$ cat config.mk
export PLATFORM = sky130hd
export DESIGN_NAME = ecc_err_log
export DESIGN_NICKNAME = d
export VERILOG_FILES = /design/src/rtl/ecc_log_pkg.sv /design/src/rtl/ecc_log_capture.sv /design/src/rtl/ecc_log_regs.sv /design/src/rtl/ecc_log_serr.sv /design/src/rtl/ecc_err_log.sv
export SDC_FILE = /design/constraint.sdc
export NUM_CORES = 1
export LEC_CHECK = 0
export ABC_AREA = 1
export BUFFER_PORTS_ARGS = -buffer_cell sky130_fd_sc_hd__buf_2
export CORE_MARGIN = 8
export CORE_UTILIZATION = 49
export DETAILED_ROUTE_END_ITERATION = 8
export PLACE_DENSITY = 0.89
export SYNTH_ARGS = -nofsm -noshare
export SYNTH_HDL_FRONTEND = slang
export SYNTH_SLANG_ARGS = --single-unit
export TNS_END_PERCENT = 5
$ cat constraint.sdc
create_clock -name clk_i -period 2.7 [get_ports clk_i]
set_clock_uncertainty 0.15 [all_clocks]
set_input_delay 0.135 -clock clk_i [delete_from_list [all_inputs] [get_ports clk_i]]
set_output_delay 0.135 -clock clk_i [all_outputs]
set_load 0.005 [all_outputs]
$ cat src/rtl/ecc_log_pkg.sv
package ecc_log_pkg;
  localparam int unsigned REG_AW = 8;

  localparam logic [REG_AW-1:0] OFS_ADDR0 = 8'h00;
  localparam logic [REG_AW-1:0] OFS_ADDR3 = 8'h03;
  localparam logic [REG_AW-1:0] OFS_SYN   = 8'h04;
  localparam logic [REG_AW-1:0] OFS_CHAN  = 8'h05;
  localparam logic [REG_AW-1:0] OFS_STS_L = 8'h08;
  localparam logic [REG_AW-1:0] OFS_STS_H = 8'h09;
  localparam logic [REG_AW-1:0] OFS_CMD_L = 8'h0A;
  localparam logic [REG_AW-1:0] OFS_CMD_H = 8'h0B;

  localparam int unsigned STS_CE_BIT = 0;
  localparam int unsigned STS_UE_BIT = 7;
  localparam int unsigned CMD_CE_BIT = 7;
  localparam int unsigned CMD_UE_BIT = 8;

  typedef struct packed {
    logic ce;
    logic ue;
  } flag_t;
endpackage

$ cat src/rtl/ecc_log_capture.sv
module ecc_log_capture #(
  parameter int unsigned ADDR_W    = 32,
  parameter int unsigned GRAIN_LSB = 12,
  parameter int unsigned SYN_W     = 8,
  localparam int unsigned BLK_W    = ADDR_W - GRAIN_LSB
) (
  input  logic                 clk_i,
  input  logic                 rst_ni,
  input  logic                 ce_valid_i,
  input  logic [ADDR_W-1:0]    ce_addr_i,
  input  logic [SYN_W-1:0]     ce_syn_i,
  input  logic                 ce_chan_i,
  input  logic                 ue_valid_i,
  input  logic [ADDR_W-1:0]    ue_addr_i,
  input  logic [SYN_W-1:0]     ue_syn_i,
  input  logic                 ue_chan_i,
  input  ecc_log_pkg::flag_t   clr_i,
  output ecc_log_pkg::flag_t   flag_o,
  output ecc_log_pkg::flag_t   new_o,
  output logic [BLK_W-1:0]     blk_o,
  output logic [SYN_W-1:0]     syn_o,
  output logic                 chan_o
);
  ecc_log_pkg::flag_t flag_q;
  logic take_ue, take_ce;

  assign take_ue = ue_valid_i && !flag_q.ue;
  // CE only logs into an empty log, and never against a same-cycle UE
  assign take_ce = ce_valid_i && !flag_q.ce && !flag_q.ue && !take_ue;

  always_ff @(posedge clk_i or negedge rst_ni) begin
    if (!rst_ni) begin
      flag_q <= '0;
      blk_o  <= '0;
      syn_o  <= '0;
      chan_o <= 1'b0;
    end else begin
      flag_q.ce <= (flag_q.ce && !clr_i.ce) || ce_valid_i;
      flag_q.ue <= (flag_q.ue && !clr_i.ue) || ue_valid_i;
      if (take_ue) begin
        blk_o  <= ue_addr_i[ADDR_W-1:GRAIN_LSB];
        syn_o  <= ue_syn_i;
        chan_o <= ue_chan_i;
      end else if (take_ce) begin
        blk_o  <= ce_addr_i[ADDR_W-1:GRAIN_LSB];
        syn_o  <= ce_syn_i;
        chan_o <= ce_chan_i;
      end
    end
  end

  assign flag_o = flag_q;
  assign new_o.ce = ce_valid_i && !flag_q.ce;
  assign new_o.ue = ue_valid_i && !flag_q.ue;
endmodule

$ cat src/rtl/ecc_log_regs.sv
module ecc_log_regs #(
  parameter int unsigned ADDR_W    = 32,
  parameter int unsigned GRAIN_LSB = 12,
  parameter int unsigned SYN_W     = 8,
  localparam int unsigned BLK_W    = ADDR_W - GRAIN_LSB,
  localparam int unsigned NBYTES   = ADDR_W / 8
) (
  input  logic                            clk_i,
  input  logic                            rst_ni,
  input  logic [ecc_log_pkg::REG_AW-1:0]  reg_addr_i,
  input  logic                            reg_wr_i,
  input  logic [7:0]                      reg_wdata_i,
  output logic [7:0]                      reg_rdata_o,
  input  ecc_log_pkg::flag_t              flag_i,
  input  logic [BLK_W-1:0]                blk_i,
  input  logic [SYN_W-1:0]                syn_i,
  input  logic                            chan_i,
  output ecc_log_pkg::flag_t              clr_o,
  output ecc_log_pkg::flag_t              en_o
);
  import ecc_log_pkg::*;

  logic [ADDR_W-1:0] addr_full;
  logic [15:0]       sts_word, cmd_word;
  logic [7:0]        addr_byte [NBYTES];
  logic              en_ce_q, en_ue_q;

  assign addr_full = {blk_i, {GRAIN_LSB{1'b0}}};

  for (genvar b = 0; b < NBYTES; b++) begin : g_abyte
    assign addr_byte[b] = addr_full[8*b +: 8];
  end

  always_comb begin
    sts_word = '0;
    sts_word[STS_CE_BIT] = flag_i.ce;
    sts_word[STS_UE_BIT] = flag_i.ue;
    cmd_word = '0;
    cmd_word[CMD_CE_BIT] = en_ce_q;
    cmd_word[CMD_UE_BIT] = en_ue_q;
  end

  always_comb begin
    reg_rdata_o = '0;
    if (reg_addr_i <= OFS_ADDR3 && reg_addr_i < REG_AW'(NBYTES))
      reg_rdata_o = addr_byte[reg_addr_i[$clog2(NBYTES)-1:0]];
    else begin
      case (reg_addr_i)
        OFS_SYN:   reg_rdata_o = 8'(syn_i);
        OFS_CHAN:  reg_rdata_o = {7'd0, chan_i};
        OFS_STS_L: reg_rdata_o = sts_word[7:0];
        OFS_STS_H: reg_rdata_o = sts_word[15:8];
        OFS_CMD_L: reg_rdata_o = cmd_word[7:0];
        OFS_CMD_H: reg_rdata_o = cmd_word[15:8];
        default:   reg_rdata_o = '0;
      endcase
    end
  end

  always_comb begin
    clr_o = '0;
    if (reg_wr_i && reg_addr_i == OFS_STS_L) begin
      clr_o.ce = reg_wdata_i[STS_CE_BIT];
      clr_o.ue = reg_wdata_i[STS_UE_BIT];
    end
  end

  always_ff @(posedge clk_i or negedge rst_ni) begin
    if (!rst_ni) begin
      en_ce_q <= 1'b0;
      en_ue_q <= 1'b0;
    end else if (reg_wr_i) begin
      if (reg_addr_i == OFS_CMD_L) en_ce_q <= reg_wdata_i[CMD_CE_BIT];
      if (reg_addr_i == OFS_CMD_H) en_ue_q <= reg_wdata_i[CMD_UE_BIT-8];
    end
  end

  assign en_o.ce = en_ce_q;
  assign en_o.ue = en_ue_q;
endmodule

$ cat src/rtl/ecc_log_serr.sv
module ecc_log_serr (
  input  logic               clk_i,
  input  logic               rst_ni,
  input  ecc_log_pkg::flag_t new_i,
  input  ecc_log_pkg::flag_t en_i,
  output logic               serr_o
);
  always_ff @(posedge clk_i or negedge rst_ni) begin
    if (!rst_ni) serr_o <= 1'b0;
    else         serr_o <= (new_i.ce && en_i.ce) || (new_i.ue && en_i.ue);
  end
endmodule

$ cat src/rtl/ecc_err_log.sv
module ecc_err_log #(
  parameter int unsigned ADDR_W    = 32,
  parameter int unsigned GRAIN_LSB = 12,
  parameter int unsigned SYN_W     = 8,
  localparam int unsigned BLK_W    = ADDR_W - GRAIN_LSB
) (
  input  logic              clk_i,
  input  logic              rst_ni,
  input  logic              ce_valid_i,
  input  logic [ADDR_W-1:0] ce_addr_i,
  input  logic [SYN_W-1:0]  ce_syn_i,
  input  logic              ce_chan_i,
  input  logic              ue_valid_i,
  input  logic [ADDR_W-1:0] ue_addr_i,
  input  logic [SYN_W-1:0]  ue_syn_i,
  input  logic              ue_chan_i,
  input  logic [7:0]        reg_addr_i,
  input  logic              reg_wr_i,
  input  logic [7:0]        reg_wdata_i,
  output logic [7:0]        reg_rdata_o,
  output logic              serr_o
);
  ecc_log_pkg::flag_t flag, new_ev, clr, en;
  logic [BLK_W-1:0]   log_blk;
  logic [SYN_W-1:0]   log_syn;
  logic               log_chan;

  ecc_log_capture #(.ADDR_W(ADDR_W), .GRAIN_LSB(GRAIN_LSB), .SYN_W(SYN_W)) u_cap (
    .clk_i, .rst_ni,
    .ce_valid_i, .ce_addr_i, .ce_syn_i, .ce_chan_i,
    .ue_valid_i, .ue_addr_i, .ue_syn_i, .ue_chan_i,
    .clr_i(clr), .flag_o(flag), .new_o(new_ev),
    .blk_o(log_blk), .syn_o(log_syn), .chan_o(log_chan)
  );

  ecc_log_regs #(.ADDR_W(ADDR_W), .GRAIN_LSB(GRAIN_LSB), .SYN_W(SYN_W)) u_regs (
    .clk_i, .rst_ni,
    .reg_addr_i, .reg_wr_i, .reg_wdata_i, .reg_rdata_o,
    .flag_i(flag), .blk_i(log_blk), .syn_i(log_syn), .chan_i(log_chan),
    .clr_o(clr), .en_o(en)
  );

  ecc_log_serr u_serr (
    .clk_i, .rst_ni, .new_i(new_ev), .en_i(en), .serr_o
  );
endmodule

* Word level (Yosys, flattened, before mapping)
Index checks and enable logic that the tools add are counted.
** Operators by class
- $add $sub $neg :: 0
- $mul :: 0
- Divide/modulo/power cells :: 0
- Magnitude comparators :: 3
- Eq/ne operators :: 5
- Shift-type cells :: 0
- Multiplexer cells :: 12
- Bitwise gates (word level) :: 1
- Reduce and logical (&&, ||, !) cells :: 21
** Operator list (count)
- 20-bit 2-to-1 mux :: 2
- 8-bit 2-to-1 mux :: 5
- 8-bit one-hot mux with 5 select lines :: 1
- 8-bit by 4-bit equality test with 1-bit output, second input constant :: 3
- 8-bit binary-select mux with 2-bit select :: 1
- 8-bit by 3-bit equality test with 1-bit output, second input constant :: 2
- 1-bit logical AND :: 10
- 8-bit by 2-bit less-or-equal comparator with 1-bit output, second input constant :: 1
- 8-bit by 3-bit < comparator with 1-bit output, second input constant :: 1
- 1-bit logical NOT :: 5
- 2-bit AND reduction :: 2
- 3-bit >= comparator, second input constant :: 1
- 1-bit logical OR :: 3
- 2-bit NOT with 3-bit output :: 1
- 1-bit 2-to-1 mux :: 2
- 2-bit 2-to-1 mux :: 1
- 2-bit nonzero test :: 1
** Storage, ports and cells
- Register bits after elaboration :: 34
- Bits in latches :: 0
- Bits in writable memories :: 0
- ROM bits :: 0
- Bits of input ports :: 103
- Output and inout port bits :: 9
- Memories kept :: 0

* Longest topological paths before layout
Gate-level depths: netlist of the first run.
- Depth after elaboration :: 6
- Depth in mapped cells :: 7
- Depth with buffers taken out :: 7

* Cells and area by module
A second synthesis of the first run with hierarchy kept.
** Unflattened totals
- Cell total of the unflattened synthesis :: 329
- Area, all modules :: 2152.1 µm²
** Modules (own cells, without submodules)
- ecc_log_capture :: times used 1, cells an instance 234, area an instance 1641.6 µm², seq. area each 775.7 µm²
- ecc_log_regs :: times used 1, cells an instance 91, area an instance 474.2 µm², seq. area each 50.0 µm²
- ecc_log_serr :: times used 1, cells an instance 4, area an instance 36.3 µm², seq. area each 25.0 µm²

* Least setup slack after synthesis of the first run
Ideal clock, no wire load.
- Path type :: register to register
- Start point :: register u_cap.flag_q (netlist bit u_cap.flag_o[1])
- End point :: register u_cap.blk_o[0]
- Setup time :: 0.129 ns
- Arrival :: 0.985 ns
- Path slack :: 1.436 ns
- Stages on the path, launching flop included :: 7
- Period minus slack after synthesis :: 1.264 ns
- Cells stage by stage :: dfrtp_1 -> nor2_2 -> nand2_1 -> nand2_2 -> buf_6 -> buf_6 -> a31oi_2
** Between the ends
- Word-level cells in the longest chain between the ends :: 5
** RTL lines
- start, declared :: line ecc_log_capture.sv:24 : ecc_log_pkg::flag_t flag_q;
- 1-bit logical NOT :: line ecc_log_capture.sv:29 : assign take_ce = ce_valid_i && !flag_q.ce && !flag_q.ue && !take_ue;
- 1-bit logical AND (3 in a row) :: line ecc_log_capture.sv:29
- 2-bit nonzero test (no source line)
- end signal, assigned :: line ecc_log_capture.sv:41 : blk_o <= ue_addr_i[ADDR_W-1:GRAIN_LSB];
- end signal, assigned :: line ecc_log_capture.sv:45 : blk_o <= ce_addr_i[ADDR_W-1:GRAIN_LSB];
- end, declared :: line ecc_log_capture.sv:20 : output logic [BLK_W-1:0] blk_o,
Every way passes these cells.
A chain may end at the register's enable or synchronous reset.

* Worst setup path after layout of the first run
- Start point :: register u_cap.flag_q (netlist bit u_cap.flag_o[0])
- End point :: register u_cap.blk_o[1]
** Between the ends
- Word-level cells in the longest chain between the ends :: 5
- Elaborated cells on any way between the ends :: 7
- Classes of those cells :: 1 x mux; 6 x reduce/logical
** RTL lines
- 1-bit logical NOT * :: line ecc_log_capture.sv:27, ecc_log_capture.sv:29
- 1-bit logical AND :: line ecc_log_capture.sv:27 : assign take_ue = ue_valid_i && !flag_q.ue;
- 1-bit logical NOT :: line ecc_log_capture.sv:29
- 1-bit logical AND :: line ecc_log_capture.sv:29
- 2-bit nonzero test (no source line)
Mark *: on every way between the ends. The rest lies on a longest branch, timed or not.

==> results.sh, run 1 <==
export IMPL_power_per_cell_area_nw_per_um2=417
export IMPL_peakVddDrop_mv=0.287
export IMPL_yosysUniqueCellTypes=22
export IMPL_cts_tree="done"
export IMPL_vias=2398
export IMPL_min_path_cells=3
export IMPL_fp_dieW_um=81.9
export IMPL_synthToLayoutAreaGrowth_pct=46.1
export IMPL_r2r_end="u_cap.blk_o[1]"
export IMPL_wl_met3_um=476
export IMPL_diodes=0
export IMPL_wl_met1_um=2610
export IMPL_wl_met2_um=3380
export IMPL_hpwlAfterDp_um=4400
export IMPL_first_pass_iters=4
export IMPL_die_y_um=81.9
export IMPL_initialDrtViolationCount=149
export IMPL_setup_viol=0
export IMPL_required_ps=2770
export IMPL_total_power_w=0.00130
export IMPL_antenna_found_initial=0
export IMPL_htree_levels=2
export IMPL_drv_slew=0
export IMPL_portBuffers=81
export IMPL_r2r_cells=7
export IMPL_crit_start="u_cap.flag_o[0]"
export IMPL_wl_um=6760
export IMPL_synthCells=276
export IMPL_period_minus_slack_ps=2470
export IMPL_whs_endpoint="u_cap.blk_o[18]"
export IMPL_r2r_start="u_cap.flag_o[0]"
export IMPL_start_util=0.499
export IMPL_cts_sinks=34
export IMPL_grt_pass1_vias=2401
export IMPL_finalCritPeriodShare=0.916
export IMPL_placementRows=24
export IMPL_dpl_cell_area_um2=2530
export IMPL_ff2ff_setup_slack_ps=230
export IMPL_die_area_um2=6710
export IMPL_clkTransAtPathRegs_ps=60
export IMPL_ant_nets=0
export IMPL_cts_root_buf="clkbuf_8"
export IMPL_tns_ps=0
export IMPL_hold_viol=0
export IMPL_clk_insertion_delay_late_ps=290
export IMPL_critPathKind="reg -> reg"
export IMPL_place_congestion=0.897
export IMPL_post_route_drc_count=0
export IMPL_fin_hold_ws_ps=5.97
export IMPL_track_usage=0.208
export IMPL_synth_avg_cell_area_um2=7.72
export IMPL_design_area_um2=3110
export IMPL_hold_path_class="in -> reg"
export IMPL_synth_fp_nets=379
export IMPL_max_freq_mhz=404
export IMPL_grt_first_pass_wirelength_um=10800
export IMPL_end_kind="flop"
export IMPL_final_layout_size_suffix_gt1_frac=0.309
export IMPL_numCtsBuffers=5
export IMPL_topRoutingLayerUsed="met4"
export IMPL_tightest_slew_ps=749
export IMPL_ios=112
export IMPL_maxCapViolations=0
export IMPL_cp_start_kind="flop"
export IMPL_status="completed"
export IMPL_rsz0062_at_grt="false"
export IMPL_viasPerCell=5.29
export IMPL_clock_path_buffers=2
export IMPL_ys_warn_count=0
export IMPL_synth_edf_count=0
export IMPL_worstHoldStart="ue_addr_i[30]"
export IMPL_nets=504
export IMPL_cp_max_fo=36
export IMPL_wl_per_cell_um=14.9
export IMPL_utilization=0.729
export IMPL_relSlewSlack=0.501
export IMPL_yosys_register_bits=34
export IMPL_netlist_area_um2=2130
export IMPL_synth_top_flop_cell="dfrtp_1"
export IMPL_grt_max_degree=37
export IMPL_postSynth_asyncResetShare=1.00
export IMPL_leakagePower_nw=1.55
export IMPL_coreArea_um2=4260
export IMPL_critPathArrivalTime_ps=2550
export IMPL_seq_area_frac_synth=0.400
export IMPL_overflow=0
per-layer routing:
metal | track usage | vias to the layer above
met4 | 0.128 | 0
met1 | 0.229 | 1098
li1 | - | 1168
met2 | 0.355 | 100
met3 | 0.0503 | 32
met5 | 0 | -
sequential cells by signal, indices dropped and copies added (netlist names):
name            cells
u_cap.blk_o        20
u_serr.serr_o       1
u_cap.syn_o         8
u_cap.chan_o        1
u_regs.en_ce_q      1
u_cap.flag_o        2
u_regs.en_ue_q      1
power breakdown:
part / internal [W] / total (W) / switching, W
clock: 0.000177 / 0.000348 / 0.000171
combinational: 0.000188 / 0.000333 / 0.000145
sequential: 0.000576 / 0.000614 / 0.0000381
total: 0.000941 / 0.00130 / 0.000355
cell families after synthesis:
family          count (synthesis)  share of synthesized area
compound gates                 46                      0.192
buf+inv                        48                      0.108
flops                          34                      0.400
simple gates                  148                      0.301
through the flow:
step,cells,worst slack [ps]
2_1_floorplan,276,1440
3_3_place_gp,397,676
3_5_place_dp,397,594
4_1_cts,453,78.4
5_1_grt,453,43.0
6_report,453,228
area by class of cell:
type                       count  area (µm²)
inverter                      33         124
fill                         335        1150
tap                           52        65.1
clock buffer                   7        76.3
multi-input combinational    194        1060
sequential                    34         851
timing repair buffer         133         931
cell usage in the layout, fill, tap and decap left out, types with 9 or more instances in the layout:
cell type	instances
nand3_1	43
dfrtp_1	34
a31oi_2	20
inv_1	26
buf_2	81
a31oi_1	9
nor2_1	40
nand2_1	55
dlygate4sd3_1	49
worst max-delay path: stages (launching register included):
cell and delay, ps:
dfrtp_1 400, inv_2 250, nand2_4 290, nand2_8 260, buf_12 230, nor2_1 90, a31oi_2 150, dlygate4sd3_1 560
cells in the mapped netlist, types with 4 or more instances:
master / number / area [µm²]
a31oi_1: 9 / 56.3
a31oi_2: 20 / 250
buf_2: 9 / 45.0
buf_6: 4 / 45.0
dfrtp_1: 34 / 851
inv_1: 26 / 97.6
inv_2: 7 / 26.3
nand2_1: 55 / 206
nand2_2: 4 / 25.0
nand3_1: 43 / 215
nor2_1: 40 / 150
o21ai_1: 7 / 35.0
o22ai_1: 6 / 37.5
what timing repair did:
action                                  in CTS  in global routing
hold buffers                                49                  0
gates resized for setup                      0                  2
endpoints found under the setup margin       0                  9
setup buffers                                0                  0
hold endpoints to repair                    64                  0
how the worst max path moves through the flow:
| stage | depth (start not counted) | slack, ps | to |
|---|---|---|---|
| after global placement | 6 | 680 | u_cap.blk_o[3] |
| final | 7 | 230 | u_cap.blk_o[1] |
| after floorplan | 6 | 1440 | u_cap.blk_o[0] |
| after CTS | 7 | 80 | u_cap.blk_o[1] |
| after global routing | 7 | 40 | u_cap.blk_o[4] |
| after detailed placement | 6 | 590 | u_cap.blk_o[2] |
(Power assumes the default switching activity.)
==> inputs of run 2 (changes only) <==
Settings changed: PLACE_DENSITY 0.89 to 0.83.
==> run 2 against run 1 <==
  * Combinational power up 2%
  * Worst hold slack worse by 11 ps
  * Register-to-register slack worse by 30 ps
  * The run now ends with negative hold slack left
  * Routed wire length up 4.4%
  * Largest power group unchanged
  * Utilization up 0.94 points
==> results.sh, run 2 (synthesis results as in run 1) <==
export IMPL_htree_levels=2
export IMPL_cts_tree="done"
export IMPL_required_ps=2780
export IMPL_hpwlAfterDp_um=4440
export IMPL_hold_viol=1
export IMPL_nets=507
export IMPL_relSlewSlack=0.474
export IMPL_violations="negative hold slack"
export IMPL_rsz0062_at_grt="false"
export IMPL_drv_slew=0
export IMPL_hold_path_class="in -> reg"
export IMPL_design_area_um2=3150
export IMPL_setup_viol=0
export IMPL_cts_root_buf="clkbuf_8"
export IMPL_vias=2456
export IMPL_power_per_cell_area_nw_per_um2=429
export IMPL_leakagePower_nw=1.57
export IMPL_grt_pass1_vias=2555
export IMPL_clock_path_buffers=2
export IMPL_fp_dieW_um=81.9
export IMPL_cp_max_fo=36
export IMPL_grt_max_degree=37
export IMPL_regMostFlops="u_cap.blk_o"
export IMPL_wl_per_cell_um=15.4
export IMPL_dpl_cell_area_um2=2530
export IMPL_coreArea_um2=4260
export IMPL_end_kind="flop"
export IMPL_grt_first_pass_wirelength_um=11400
export IMPL_wl_um=7060
export IMPL_fin_hold_ws_ps=-4.56
export IMPL_r2r_cells=7
export IMPL_status="finished with violations"
export IMPL_diodes=0
export IMPL_track_usage=0.216
export IMPL_max_freq_mhz=400
export IMPL_r2r_end="u_cap.blk_o[10]"
export IMPL_numCtsBuffers=5
export IMPL_start_util=0.499
export IMPL_final_layout_size_suffix_gt1_frac=0.314
export IMPL_place_congestion=0.859
export IMPL_portBuffers=81
export IMPL_min_path_cells=3
export IMPL_ff2ff_setup_slack_ps=200
export IMPL_first_pass_iters=5
export IMPL_ant_nets=0
export IMPL_cp_start_kind="flop"
export IMPL_wl_met3_um=527
export IMPL_r2r_start="u_cap.flag_o[0]"
export IMPL_wl_met1_um=2660
export IMPL_peakVddDrop_mv=0.310
export IMPL_viasPerCell=5.37
export IMPL_final_cell_mix="buf_2, nand2_1, dlygate4sd3_1"
export IMPL_finalCritPeriodShare=0.926
export IMPL_initialDrtViolationCount=166
export IMPL_critPathArrivalTime_ps=2580
export IMPL_clkTransAtPathRegs_ps=70
export IMPL_die_area_um2=6710
export IMPL_die_y_um=81.9
export IMPL_cts_sinks=34
export IMPL_maxCapViolations=0
export IMPL_place_ws_ps=692
export IMPL_antenna_found_initial=0
export IMPL_post_route_drc_count=0
export IMPL_clk_insertion_delay_late_ps=290
export IMPL_worstHoldStart="ue_addr_i[25]"
export IMPL_wl_met2_um=3640
export IMPL_tightest_slew_ps=789
export IMPL_utilization=0.739
export IMPL_layout_commonest_cell="buf_2"
export IMPL_topRoutingLayerUsed="met4"
export IMPL_placementRows=24
export IMPL_finalWorstSetupSlack_ps=199
export IMPL_overflow=0
export IMPL_ios=112
export IMPL_synthToLayoutAreaGrowth_pct=47.9
export IMPL_tns_ps=0
export IMPL_period_minus_slack_ps=2500
export IMPL_whs_endpoint="u_cap.blk_o[13]"
export IMPL_critPathKind="reg -> reg"
export IMPL_largest_reg_flops=20
-- run 2: cell count changes in the layout (fill, tap and decap cells not counted) --
cell,change
clkbuf_8,+1
clkinv_2,+1
nand2_4,+1
clkinvlp_4,+1
dlygate4sd3_1,+3
clkbuf_1,-2
nand2_8,-1
-- run 2: what timing repair did --
item | in CTS | in global routing
resized for setup | 0 | 1
hold buffers | 52 | 0
setup endpoints to repair | 0 | 10
setup buffers | 0 | 0
endpoints found under the hold margin | 65 | 0
-- run 2: how the worst max path moves through the flow --
| stage | startpoint | slack, ps | end | cells after the start |
|---|---|---|---|---|
| floorplan | u_cap.flag_o[1] | 1440 | u_cap.blk_o[0] | 6 |
| global route | u_cap.flag_o[0] | 80 | u_cap.blk_o[2] | 7 |
| global placement | u_cap.flag_o[0] | 700 | u_cap.blk_o[3] | 6 |
| detailed placement | u_cap.flag_o[0] | 690 | u_cap.blk_o[9] | 6 |
| CTS | u_cap.flag_o[0] | 160 | u_cap.blk_o[3] | 7 |
| finish | u_cap.flag_o[0] | 200 | u_cap.blk_o[10] | 7 |
-- run 2: metal layers --
metal	global-route usage	vias to the layer above
li1	-	1176
met1	0.240	1142
met2	0.382	112
met3	0.0470	26
met4	0.100	0
met5	0	-
-- run 2: power by group --
part           internal (W)  total, W  switching (W)
Combinational      0.000194  0.000339       0.000144
Sequential         0.000576  0.000619      0.0000431
Clock              0.000205  0.000394       0.000190
Total              0.000975   0.00135       0.000377
-- run 2: layout make-up --
class / count / area [µm²]
multi-input cells: 194 / 1050
fillers: 306 / 1110
repair buffers: 136 / 961
flip-flops and latches: 34 / 851
clock inverters: 2 / 12.5
well taps: 52 / 65.1
inverters: 33 / 124
clock buffers: 6 / 82.6
-- run 2: through the flow --
stage | total power (W) | instances
CTS | 0.00134 | 457
global placement | 0.000846 | 397
detailed placement | 0.000858 | 397
global route | 0.00142 | 457
floorplan | 0.000754 | 276
finish | 0.00135 | 457
-- run 2: worst max-delay path: stages, from the launching register on --
cell	delay, ps
dfrtp_1	410
inv_2	220
nand2_4	270
nand2_4	320
buf_12	260
nor2_1	100
a31oi_2	150
dlygate4sd3_1	560
